$ cat src/rtl/flash_cfg_pkg.sv
package flash_cfg_pkg;

  // Mode code that selects the upward byte-wide read.
  localparam logic [2:0] MODE_BYTE_UP = 3'b010;

  // Strobes from control to datapath.
  typedef struct packed {
    logic clear;    // restart: address and byte count to zero
    logic capture;  // take flashData on this edge
    logic advance;  // step the address by one
  } dpStrobe_t;

  typedef enum logic [2:0] {
    ST_IDLE,  // waiting for the first init edge
    ST_OFF,   // other mode sampled; stays here until reset
    ST_HOLD,  // address zero parked for the initial periods
    ST_READ,  // one byte per configuration clock period
    ST_DONE,  // finished normally, bus released
    ST_ERR    // address space ran out, bus released
  } cfgState_t;

endpackage

$ cat src/rtl/cfg_clk_gen.sv
module cfg_clk_gen #(
  parameter int DIV_W     = 8,
  parameter int INIT_HALF = 4
) (
  input  logic             clk,
  input  logic             rstN,
  input  logic             run,
  input  logic             rateLoad,
  input  logic [DIV_W-1:0] rateDiv,
  output logic             cfgClk,
  output logic             riseTick,
  output logic             fallTick
);

  localparam logic [DIV_W-1:0] INIT_HALF_V = DIV_W'(INIT_HALF);

  logic [DIV_W-1:0] cnt;
  logic [DIV_W-1:0] curHalf;
  logic [DIV_W-1:0] pendHalf;
  logic             pendValid;
  logic             loadOk;
  logic             term;

  assign loadOk   = run && rateLoad && (rateDiv != '0);
  assign term     = run && (cnt == curHalf - 1'b1);
  // The ticks mark the system edge on which cfgClk changes.
  assign riseTick = term && !cfgClk;
  assign fallTick = term && cfgClk;

  always_ff @(posedge clk or negedge rstN) begin
    if (!rstN) begin
      cnt       <= '0;
      cfgClk    <= 1'b0;
      curHalf   <= INIT_HALF_V;
      pendHalf  <= INIT_HALF_V;
      pendValid <= 1'b0;
    end else if (!run) begin
      // Parked low, and every new read starts at the default rate.
      cnt       <= '0;
      cfgClk    <= 1'b0;
      curHalf   <= INIT_HALF_V;
      pendValid <= 1'b0;
    end else begin
      if (loadOk) begin
        pendHalf  <= rateDiv;
        pendValid <= 1'b1;
      end
      if (term) begin
        cnt    <= '0;
        cfgClk <= ~cfgClk;
        // A new rate is adopted only where a period begins.
        if (!cfgClk && pendValid) begin
          curHalf <= pendHalf;
          if (!loadOk) pendValid <= 1'b0;
        end
      end else begin
        cnt <= cnt + 1'b1;
      end
    end
  end

endmodule

$ cat src/rtl/cfg_read_ctrl.sv
module cfg_read_ctrl
  import flash_cfg_pkg::*;
#(
  parameter int HOLD_CYC = 5
) (
  input  logic       clk,
  input  logic       rstN,
  input  logic       initStrobe,
  input  logic [2:0] modeIn,
  input  logic       extDone,
  input  logic       riseTick,
  input  logic       fallTick,
  input  logic       addrMax,
  input  logic       lastByte,
  output dpStrobe_t  strb,
  output logic       run,
  output logic       done,
  output logic       error
);

  localparam int HW = $clog2(HOLD_CYC + 1);
  localparam logic [HW-1:0] HOLD_LAST = HW'(HOLD_CYC);

  cfgState_t   state, stateNext;
  logic [HW-1:0] holdCnt, holdNext;
  logic        initPrev;
  logic        initRise;
  cfgState_t   afterCap;

  assign initRise = initStrobe && !initPrev;

  // The limit takes priority over running out of address space.
  always_comb begin
    if (lastByte)     afterCap = ST_DONE;
    else if (addrMax) afterCap = ST_ERR;
    else              afterCap = ST_READ;
  end

  always_comb begin
    stateNext = state;
    holdNext  = holdCnt;
    strb      = '0;
    unique case (state)
      ST_IDLE: begin
        if (initRise) begin
          if (modeIn == MODE_BYTE_UP) begin
            stateNext  = ST_HOLD;
            strb.clear = 1'b1;
            holdNext   = '0;
          end else begin
            stateNext = ST_OFF;
          end
        end
      end
      ST_HOLD: begin
        if (extDone) begin
          stateNext = ST_DONE;
        end else if (riseTick) begin
          if (holdCnt == HOLD_LAST) begin
            strb.capture = 1'b1;
            stateNext    = afterCap;
          end else begin
            holdNext = holdCnt + 1'b1;
          end
        end
      end
      ST_READ: begin
        if (extDone) begin
          stateNext = ST_DONE;
        end else if (riseTick) begin
          strb.capture = 1'b1;
          stateNext    = afterCap;
        end else if (fallTick) begin
          strb.advance = 1'b1;
        end
      end
      default: begin
        stateNext = state;
      end
    endcase
  end

  always_ff @(posedge clk or negedge rstN) begin
    if (!rstN) begin
      state    <= ST_IDLE;
      holdCnt  <= '0;
      initPrev <= 1'b0;
    end else begin
      state    <= stateNext;
      holdCnt  <= holdNext;
      initPrev <= initStrobe;
    end
  end

  assign run   = (state == ST_HOLD) || (state == ST_READ);
  assign done  = (state == ST_DONE);
  assign error = (state == ST_ERR);

endmodule

$ cat src/rtl/cfg_read_dp.sv
module cfg_read_dp
  import flash_cfg_pkg::*;
#(
  parameter int ADDR_W = 26
) (
  input  logic              clk,
  input  logic              rstN,
  input  dpStrobe_t         strb,
  input  logic [7:0]        flashData,
  input  logic [ADDR_W:0]   byteLimit,
  output logic [ADDR_W-1:0] addr,
  output logic [7:0]        byteData,
  output logic              byteValid,
  output logic              addrMax,
  output logic              lastByte
);

  logic [ADDR_W:0] byteCnt;

  always_ff @(posedge clk or negedge rstN) begin
    if (!rstN) begin
      addr      <= '0;
      byteCnt   <= '0;
      byteData  <= '0;
      byteValid <= 1'b0;
    end else begin
      byteValid <= strb.capture;
      if (strb.clear) begin
        addr    <= '0;
        byteCnt <= '0;
      end else begin
        if (strb.capture) begin
          byteData <= flashData;
          byteCnt  <= byteCnt + 1'b1;
        end
        if (strb.advance) addr <= addr + 1'b1;
      end
    end
  end

  assign addrMax  = &addr;
  assign lastByte = (byteLimit != '0) && ((byteCnt + 1'b1) == byteLimit);

endmodule

$ cat src/rtl/flash_cfg_reader.sv
module flash_cfg_reader
  import flash_cfg_pkg::*;
#(
  parameter int ADDR_W    = 26,
  parameter int DIV_W     = 8,
  parameter int INIT_HALF = 4,
  parameter int HOLD_CYC  = 5
) (
  input  logic              clk,
  input  logic              rstN,
  input  logic              initStrobe,
  input  logic [2:0]        modeIn,
  input  logic              rateLoad,
  input  logic [DIV_W-1:0]  rateDiv,
  input  logic [ADDR_W:0]   byteLimit,
  input  logic              extDone,
  input  logic [7:0]        flashData,
  output logic              cfgClk,
  output logic [ADDR_W-1:0] flashAddr,
  output logic              flashCeN,
  output logic              flashOeN,
  output logic              flashWeN,
  output logic              busDrive,
  output logic              byteValid,
  output logic [7:0]        byteData,
  output logic              done,
  output logic              error
);

  dpStrobe_t strb;
  logic      run;
  logic      riseTick;
  logic      fallTick;
  logic      addrMax;
  logic      lastByte;

  cfg_clk_gen #(
    .DIV_W    (DIV_W),
    .INIT_HALF(INIT_HALF)
  ) clkGen (
    .clk     (clk),
    .rstN    (rstN),
    .run     (run),
    .rateLoad(rateLoad),
    .rateDiv (rateDiv),
    .cfgClk  (cfgClk),
    .riseTick(riseTick),
    .fallTick(fallTick)
  );

  cfg_read_ctrl #(
    .HOLD_CYC(HOLD_CYC)
  ) ctrl (
    .clk       (clk),
    .rstN      (rstN),
    .initStrobe(initStrobe),
    .modeIn    (modeIn),
    .extDone   (extDone),
    .riseTick  (riseTick),
    .fallTick  (fallTick),
    .addrMax   (addrMax),
    .lastByte  (lastByte),
    .strb      (strb),
    .run       (run),
    .done      (done),
    .error     (error)
  );

  cfg_read_dp #(
    .ADDR_W(ADDR_W)
  ) dp (
    .clk      (clk),
    .rstN     (rstN),
    .strb     (strb),
    .flashData(flashData),
    .byteLimit(byteLimit),
    .addr     (flashAddr),
    .byteData (byteData),
    .byteValid(byteValid),
    .addrMax  (addrMax),
    .lastByte (lastByte)
  );

  assign busDrive = run;
  assign flashCeN = ~run;
  assign flashOeN = ~run;
  // Writes are never issued; the pin reads inactive whether driven or released.
  assign flashWeN = 1'b1;

endmodule

$ cat config.mk
export PLATFORM = sky130hd
export DESIGN_NAME = flash_cfg_reader
export DESIGN_NICKNAME = d
export VERILOG_FILES = /design/src/rtl/flash_cfg_pkg.sv /design/src/rtl/cfg_clk_gen.sv /design/src/rtl/cfg_read_ctrl.sv /design/src/rtl/cfg_read_dp.sv /design/src/rtl/flash_cfg_reader.sv
export SDC_FILE = /design/constraint.sdc
export NUM_CORES = 1
export LEC_CHECK = 0
export ABC_CLOCK_PERIOD_IN_PS = 6600
export BUFFER_PORTS_ARGS = -buffer_cell sky130_fd_sc_hd__buf_2
export CAP_MARGIN = 20
export CORE_MARGIN = 1
export CORE_UTILIZATION = 35
export CTS_BUF_LIST = sky130_fd_sc_hd__clkbuf_8 sky130_fd_sc_hd__clkbuf_16
export DETAILED_ROUTE_END_ITERATION = 10
export HOLD_SLACK_MARGIN = 0.02
export PLACE_DENSITY = 0.54
export SETUP_SLACK_MARGIN = 0.5
export SLEW_MARGIN = 20
export SYNTH_ARGS = -nofsm -noshare
export SYNTH_HDL_FRONTEND = slang
export SYNTH_SLANG_ARGS = --single-unit
$ cat constraint.sdc
create_clock -name clk -period 6.6 [get_ports clk]
set_input_delay 0.66 -clock clk [delete_from_list [all_inputs] [get_ports clk]]
set_output_delay 0.66 -clock clk [all_outputs]
set_load 0.1 [all_outputs]
==> results.md, run 1 <==
* RSZ-0062 raised after global routing: false
* Mapped Nets at 722
* Max-Cap Viols at 0
* Resized cells post-CTS at 0
* Final #Nets at 793
* DRT Pass-1 Iters at 4
* Netlist cell types at 64
* Top cells by count, synth: dfrtp_1 (93), nand2_1 (82), nor2_1 (73)
* FP Rows at 46
* Worst setup SP type: register
* Num CTS Buffers at 9
* Final min period at 3480 ps
* Switch share at 44.1%
* Critical Path End Type: register
* Critical Path Max Stage Delay at 610 ps
* Reg power frac at 39.4%
* Dpl hpwl at 11.3 mm
* Post-Layout Cell Count at 958
* Top post-synthesis cells by area: dfrtp_1 (40%), xnor2_1 (5.4%), nand2_1 (5.3%)
* Maximum vdd drop at 0.355 mV
* Post-synth EDFFs at 0
* Crit path max-delay cell type: nor3_1
* DR iter-0 viols at 334
* Number of I/O port buffers at 91
* Delay-heaviest family, CP: simple AND/OR/NAND/NOR gates
* Crit path DAT at 3700 ps
* Die height at 131 microns
* Placed cell count at 941
* Post-Syn Instances at 665
* Core ar. at 16,000 sq um
* Remaining DRCs at 0
* Crit Path Category: reg -> reg
* Share of synthesized registers carrying an async set or reset at 100%
* Yosys top cell by area: dfrtp_1
* Post-CTS Setup Inserts at 0
* First-pass GRT wire length at 24.7 mm
* Comb pwr share at 36.1%
* WL per Instance at 16.2 microns
* Crit-path cells: ha_1 -> and3_1 -> nand4_1 -> nor3_1 -> nor2_1 -> a2111oi_0 -> o2111ai_1 -> nor4_2 -> o21ai_0
* Clock-pin slew on the worst setup and hold paths at 70 ps
* Hold buffers post-CTS at 0
* Final Max Slew Viols at 0
* Clock network fraction of total power at 24.4%
* Final core occ at 41.8%
* Share of post-route cells with drive strength above 1 at 18.2%
* Hold WC Path Type: in -> async
* Synth Flop Type: dfrtp_1
* Clock Latency Late Sink at 350 ps
* Worst-case clock buffer depth at 2
* Status: complete, no violations
* Worst Tran Pin Value at 972 ps
* Die Wd at 131 microns
* Root Buffer: clkbuf_16
* Post-Route WL at 15.5 mm
* GR Util All Layers at 19.0%
* Full die area at 17,100 sq um
* Hold Slack at 187 ps
* GR Overflow Total at 0
* Switching pwr at 0.00100 W
* Slew headroom at 35.2%
* Leakage at 2.98 nW
* Final hold violations at 0
* Worst Path Required at 6820 ps
* Synth-to-Final Area Change at 15.4%
* Initial Util at 36.2%
* Worst-path fanout max at 15
* CTS tree: built
* Num ports at 93
* Clock skew at 9.02 ps
* Power density cells at 340 nW/um^2
* Yosys Warn Count at 0
* Worst Path Buf+Inv at 0
* Most frequent cell after synthesis: dfrtp_1
* Cell Area, Synth at 5790 sq um
* Top cell type's share of synthesized area at 40.2%
* Synth Area per Inst at 8.71 sq um
* Vias in the first global route at 4,744
* Register bit total from synthesis at 95
* Internal Dissipation at 0.00127 W
* FMAX at 287 MHz
* GP Congestion at 0.867
* Seq/Total Area, Yosys at 41.1%
* Initial antenna violation count at 0
* Number of nets with antenna violations after routing at 0
* Final setup vio count at 0
* Vias/cell at 5.37
* Largest net degree at the start of global routing at 74
* Final period utilization at 52.7%
* H-tree depth at 3
* Post-route setup TNS at 0 ps
* Sink Count at 95
* Via count at 5,146
==> power groups by stage <==
stage | registers (W) | logic (W) | clock network (W)
3_3_place_gp | 0.000900 | 0.000813 | 0
5_1_grt | 0.000925 | 0.000886 | 0.000602
3_5_place_dp | 0.000905 | 0.000825 | 0
6_report | 0.000897 | 0.000822 | 0.000556
4_1_cts | 0.000895 | 0.000827 | 0.000578
2_1_floorplan | 0.00102 | 0.000529 | 0
==> sequential cells by signal, indices dropped and copies added, names as in the netlist <==
name / count
dp.byteCnt: 27
dp.addr: 26
clkGen.cnt: 8
clkGen.curHalf: 8
clkGen.pendHalf: 8
dp.byteData: 8
ctrl.holdCnt: 3
ctrl.state: 3
clkGen.cfgClk: 1
clkGen.pendValid: 1
ctrl.initPrev: 1
dp.byteValid: 1
==> per-stage QoR <==
stage          worst slack [ps]  total power [W]  area, sq um
6_report                   3120          0.00228         6690
4_1_cts                    3090          0.00230         6680
5_1_grt                    2710          0.00241         6680
3_3_place_gp               3250          0.00171         6370
2_1_floorplan              3000          0.00154         5790
3_5_place_dp               3120          0.00173         6370
==> cell families (layout without fill, tap and decap cells) <==
logic type      after synthesis  count (layout)  synth area share, %
simple gates                320             320                 28.0
compound gates              111             111                 12.3
flops                        95              95                 41.1
xor+xnor                     64              64                 9.68
buf+inv                      48             124                 3.93
mux                          20              20                 3.63
fa+ha+maj                     6               6                 1.30
other cells                   1               2               0.0648
==> cells in the final DEF (no fill, tap or decap), types with 3 or more instances in the layout <==
| cell | instances |
|---|---|
| or2_2 | 3 |
| and2_1 | 4 |
| nand2b_1 | 5 |
| and4_1 | 6 |
| o21ai_1 | 17 |
| a21oi_1 | 23 |
| xnor2_1 | 36 |
| o41ai_1 | 4 |
| dfrtp_1 | 93 |
| clkbuf_16 | 9 |
| and3_1 | 10 |
| nor3_1 | 21 |
| or3_1 | 7 |
| nand3_1 | 38 |
| mux2_2 | 8 |
| nor3b_1 | 3 |
| buf_2 | 90 |
| buf_4 | 4 |
| nor4_1 | 17 |
| xor2_1 | 28 |
| nor2b_1 | 10 |
| o21ai_0 | 23 |
| mux2i_1 | 12 |
| o31ai_1 | 13 |
| ha_1 | 6 |
| nand2_1 | 82 |
| a21o_1 | 3 |
| a31oi_1 | 3 |
| nand4_1 | 25 |
| nor2_1 | 73 |
| a211oi_1 | 3 |
| nor4_2 | 3 |
| inv_1 | 14 |
==> per-layer routing <==
metal | vias to the layer above | part of all wire (%) | global-route usage (%)
li1 | 2511 | - | -
met1 | 2505 | 45 | 25.2
met2 | 110 | 48 | 30.9
met3 | 20 | 4.2 | 3.34
met4 | 0 | 2.1 | 7.44
met5 | - | 0 | 0
==> worst paths after layout <==
path	end	cells after the start	startpoint	slack, ps
setup / recovery	ctrl.state[1]	9	dp.byteCnt[0]	3120
hold / removal	dp.addr[8]	1	rstN	190
setup reg to reg	ctrl.state[1]	9	dp.byteCnt[0]	3120
hold reg to reg	dp.byteData[4]	2	dp.byteData[4]	480
max in group asynchronous	dp.addr[22]	2	rstN	5150
min in group clk	ctrl.initPrev	1	initStrobe	440
==> layout make-up <==
class / instances / area, sq um
clock buffer: 11 / 253
inverter: 14 / 52.6
timing repair buffer: 94 / 480
fill: 1696 / 9320
multi-input combinational: 522 / 3180
sequential: 95 / 2380
clock inverter: 5 / 63.8
antenna: 1 / 2.50
tap: 216 / 270
No activity file was read; power rests on OpenSTA's default activity.
==> run 2, diff against run 1 <==
Settings changed: ABC_CLOCK_PERIOD_IN_PS 6600 to 3400.
Clock period 6.6 ns to 3.4 ns, I/O delays scaled along.
==> run 2 against run 1 <==
Via count up 4.3%. Design area grew 7.5%. Largest cell class unchanged. Cell count increased by 2.9%. First-iteration DRC count is 9.9% higher. Power is 100% higher. Highest routed layer unchanged. Global-route usage decreased by 0.36 points. Non-clock buffer count up 25.
==> results.md, run 2 (synthesis gave the netlist of run 1 again) <==
* Status: complete, no violations
* Full die area at 17,100 sq um (unchanged)
* GP Congestion at 0.881 (+1.7%)
* Clock Latency Late Sink at 350 ps (about the same)
* Worst-path fanout max at 9 (-6)
* RSZ-0062 raised after global routing: false
* Commonest cells after routing, fill and taps aside: buf_2 (90), dfrtp_1 (86), nand2_1 (82)
* Worst-case clock buffer depth at 2 (unchanged)
* Root Buffer: clkbuf_16
* M2 GR Usage at 30.8% (-0.16 points)
* Dpl hpwl at 11.4 mm (+0.42%)
* Sink Count at 95 (unchanged)
* H-tree depth at 3 (unchanged)
* Num ports at 93 (unchanged)
* DR iter-0 viols at 367 (+9.9%)
* Final hold violations at 0 (unchanged)
* Clock skew at 10.9 ps (+1.87 ps)
* Remaining DRCs at 0 (unchanged)
* FMAX at 354 MHz (+23%)
* Share of post-route cells with drive strength above 1 at 25.3% (+7.1 points)
* DP Worst Slack at 309 ps (-2810 ps)
* Initial Util at 36.2% (unchanged)
* Die height at 131 microns (unchanged)
* Most common cell after layout, fill and taps aside: buf_2
* Post-Route WL at 16.4 mm (+5.4%)
* Synth-to-Final Area Change at 24.1%
* Worst Tran Pin Value at 865 ps (-107 ps)
* Number of nets with antenna violations after routing at 0 (unchanged)
* Initial antenna violation count at 0 (unchanged)
* Met1 GRT Util at 25.1% (-0.18 points)
* Final core occ at 44.9% (+3.1 points)
* Internal Dissipation at 0.00260 W (+100%)
* Switch share at 43.4% (-0.73 points)
* Vias in the first global route at 4,768 (+0.51%)
* GR Overflow Total at 0 (unchanged)
* Hold buffers post-CTS at 0 (unchanged)
* Critical Path End Type: register
* DRT Pass-1 Iters at 6 (+2)
* Worst Path Required at 3650 ps (-3170 ps)
* WL per Instance at 16.6 microns (+2.4%)
* Largest net degree at the start of global routing at 68 (-8.1%)
* Crit Path Category: reg -> reg
* Largest regs: dp.byteCnt (27), dp.addr (26)
* Slew headroom at 42.3% (+7.1 points)
* Leakage at 3.20 nW (+7.6%)
* Max reg flops at 27 (unchanged)
* First-pass GRT wire length at 24.6 mm (-0.59%)
* Maximum vdd drop at 0.444 mV (+25%)
* GR Util All Layers at 18.7% (-0.36 points)
* Clock network fraction of total power at 24.1% (-0.3 points)
* FP Rows at 46 (unchanged)
* Post-route setup TNS at 0 ps (unchanged)
* Die Wd at 131 microns (unchanged)
* Antenna cell count at 0 (-1)
* Clock-pin slew on the worst setup and hold paths at 70 ps (about the same)
* Worst setup SP type: register
* Crit path DAT at 3070 ps (-630 ps)
* Switching pwr at 0.00200 W (+99%)
* Number of I/O port buffers at 91 (unchanged)
* Final Max Slew Viols at 0 (unchanged)
* Largest Register: dp.byteCnt
* Via count at 5,366 (+4.3%)
* Max-Cap Viols at 0 (unchanged)
* Gr busiest metal: met2
* Post-Layout Cell Count at 986 (+2.9%)
* Reg power frac at 38.1% (-1.3 points)
* Hold WC Path Type: in -> async
* Core ar. at 16,000 sq um (unchanged)
* Num CTS Buffers at 9 (unchanged)
* GR met3 Demand/Resource at 3.83% (+0.49 points)
* Final min period at 2830 ps (-653 ps)
* Vias/cell at 5.44 (+1.3%)
* CTS tree: built
* Comb pwr share at 37.8% (+1.7 points)
* Worst Setup Slack, final at 573 ps (-2550 ps)
* Power density cells at 640 nW/um^2 (+88%)
* Placed cell count at 954 (+1.4%)
* Final period utilization at 83.2% (+30 points)
* Final #Nets at 822 (+3.7%)
* Final setup vio count at 0 (unchanged)
==> run 2: per-stage QoR <==
| step | hold slack [ps] | total power, W | area [sq um] |
|---|---|---|---|
| 6_report | 92.2 | 0.00460 | 7190 |
| 5_1_grt | 109 | 0.00485 | 7190 |
| 4_1_cts | 116 | 0.00453 | 6820 |
| 3_5_place_dp | 452 | 0.00340 | 6470 |
| 3_3_place_gp | 453 | 0.00336 | 6470 |
| 2_1_floorplan | 44.4 | 0.00300 | 5800 |
==> run 2: power groups by stage <==
stage / combinational (W) / sequential (W) / clock [W]
floorplan: 0.00103 / 0.00197 / 0
global placement: 0.00163 / 0.00173 / 0
detailed placement: 0.00166 / 0.00174 / 0
CTS: 0.00166 / 0.00173 / 0.00114
global route: 0.00186 / 0.00180 / 0.00119
finish: 0.00174 / 0.00175 / 0.00111
==> run 2: worst paths after layout <==
kind                                        start        endpoint  slack (ps)  depth (start not counted)
worst max-delay path            clkGen.curHalf[0]  dp.byteCnt[22]         570                          9
worst min-delay path                         rstN     dp.addr[14]          90                          1
worst max register to register  clkGen.curHalf[0]  dp.byteCnt[22]         570                          9
worst min register to register     dp.byteData[3]  dp.byteData[3]         470                          2
max in group asynchronous                    rstN   dp.byteCnt[4]        2470                          2
min in group clk                       initStrobe   ctrl.initPrev         130                          1
==> run 2: cell type report <==
class | count | area [sq um]
Fill cell | 1600 | 8810
Multi-Input combinational cell | 526 | 3390
Sequential cell | 95 | 2390
Timing Repair Buffer | 119 | 758
Tap cell | 216 | 270
Clock buffer | 10 | 239
Clock inverter | 6 | 85.1
Inverter | 14 | 56.3
==> run 2: repair_timing <==
item                                    CTS  global route
resized for setup                         6            51
pin swaps                                 1            11
endpoints found under the setup margin   48            36
buffers inserted                          0             9
endpoints found under the hold margin     0             0
gates cloned                              0             7
==> run 2: critical path, stage by stage (launching register included) <==
cell	delay (ps)
dfrtp_1	410
inv_2	70
ha_4	160
nor2b_2	150
or3_4	330
a31oi_4	230
nand4_4	170
or4b_4	680
buf_12	190
o41ai_1	330
==> run 2: per-layer routing <==
layer	routed length, microns	share of wire, %	vias up
met5	0	0	-
met4	202	1.2	0
met3	876	5.3	19
met2	7740	47	159
met1	7560	46	2617
li1	-	-	2571
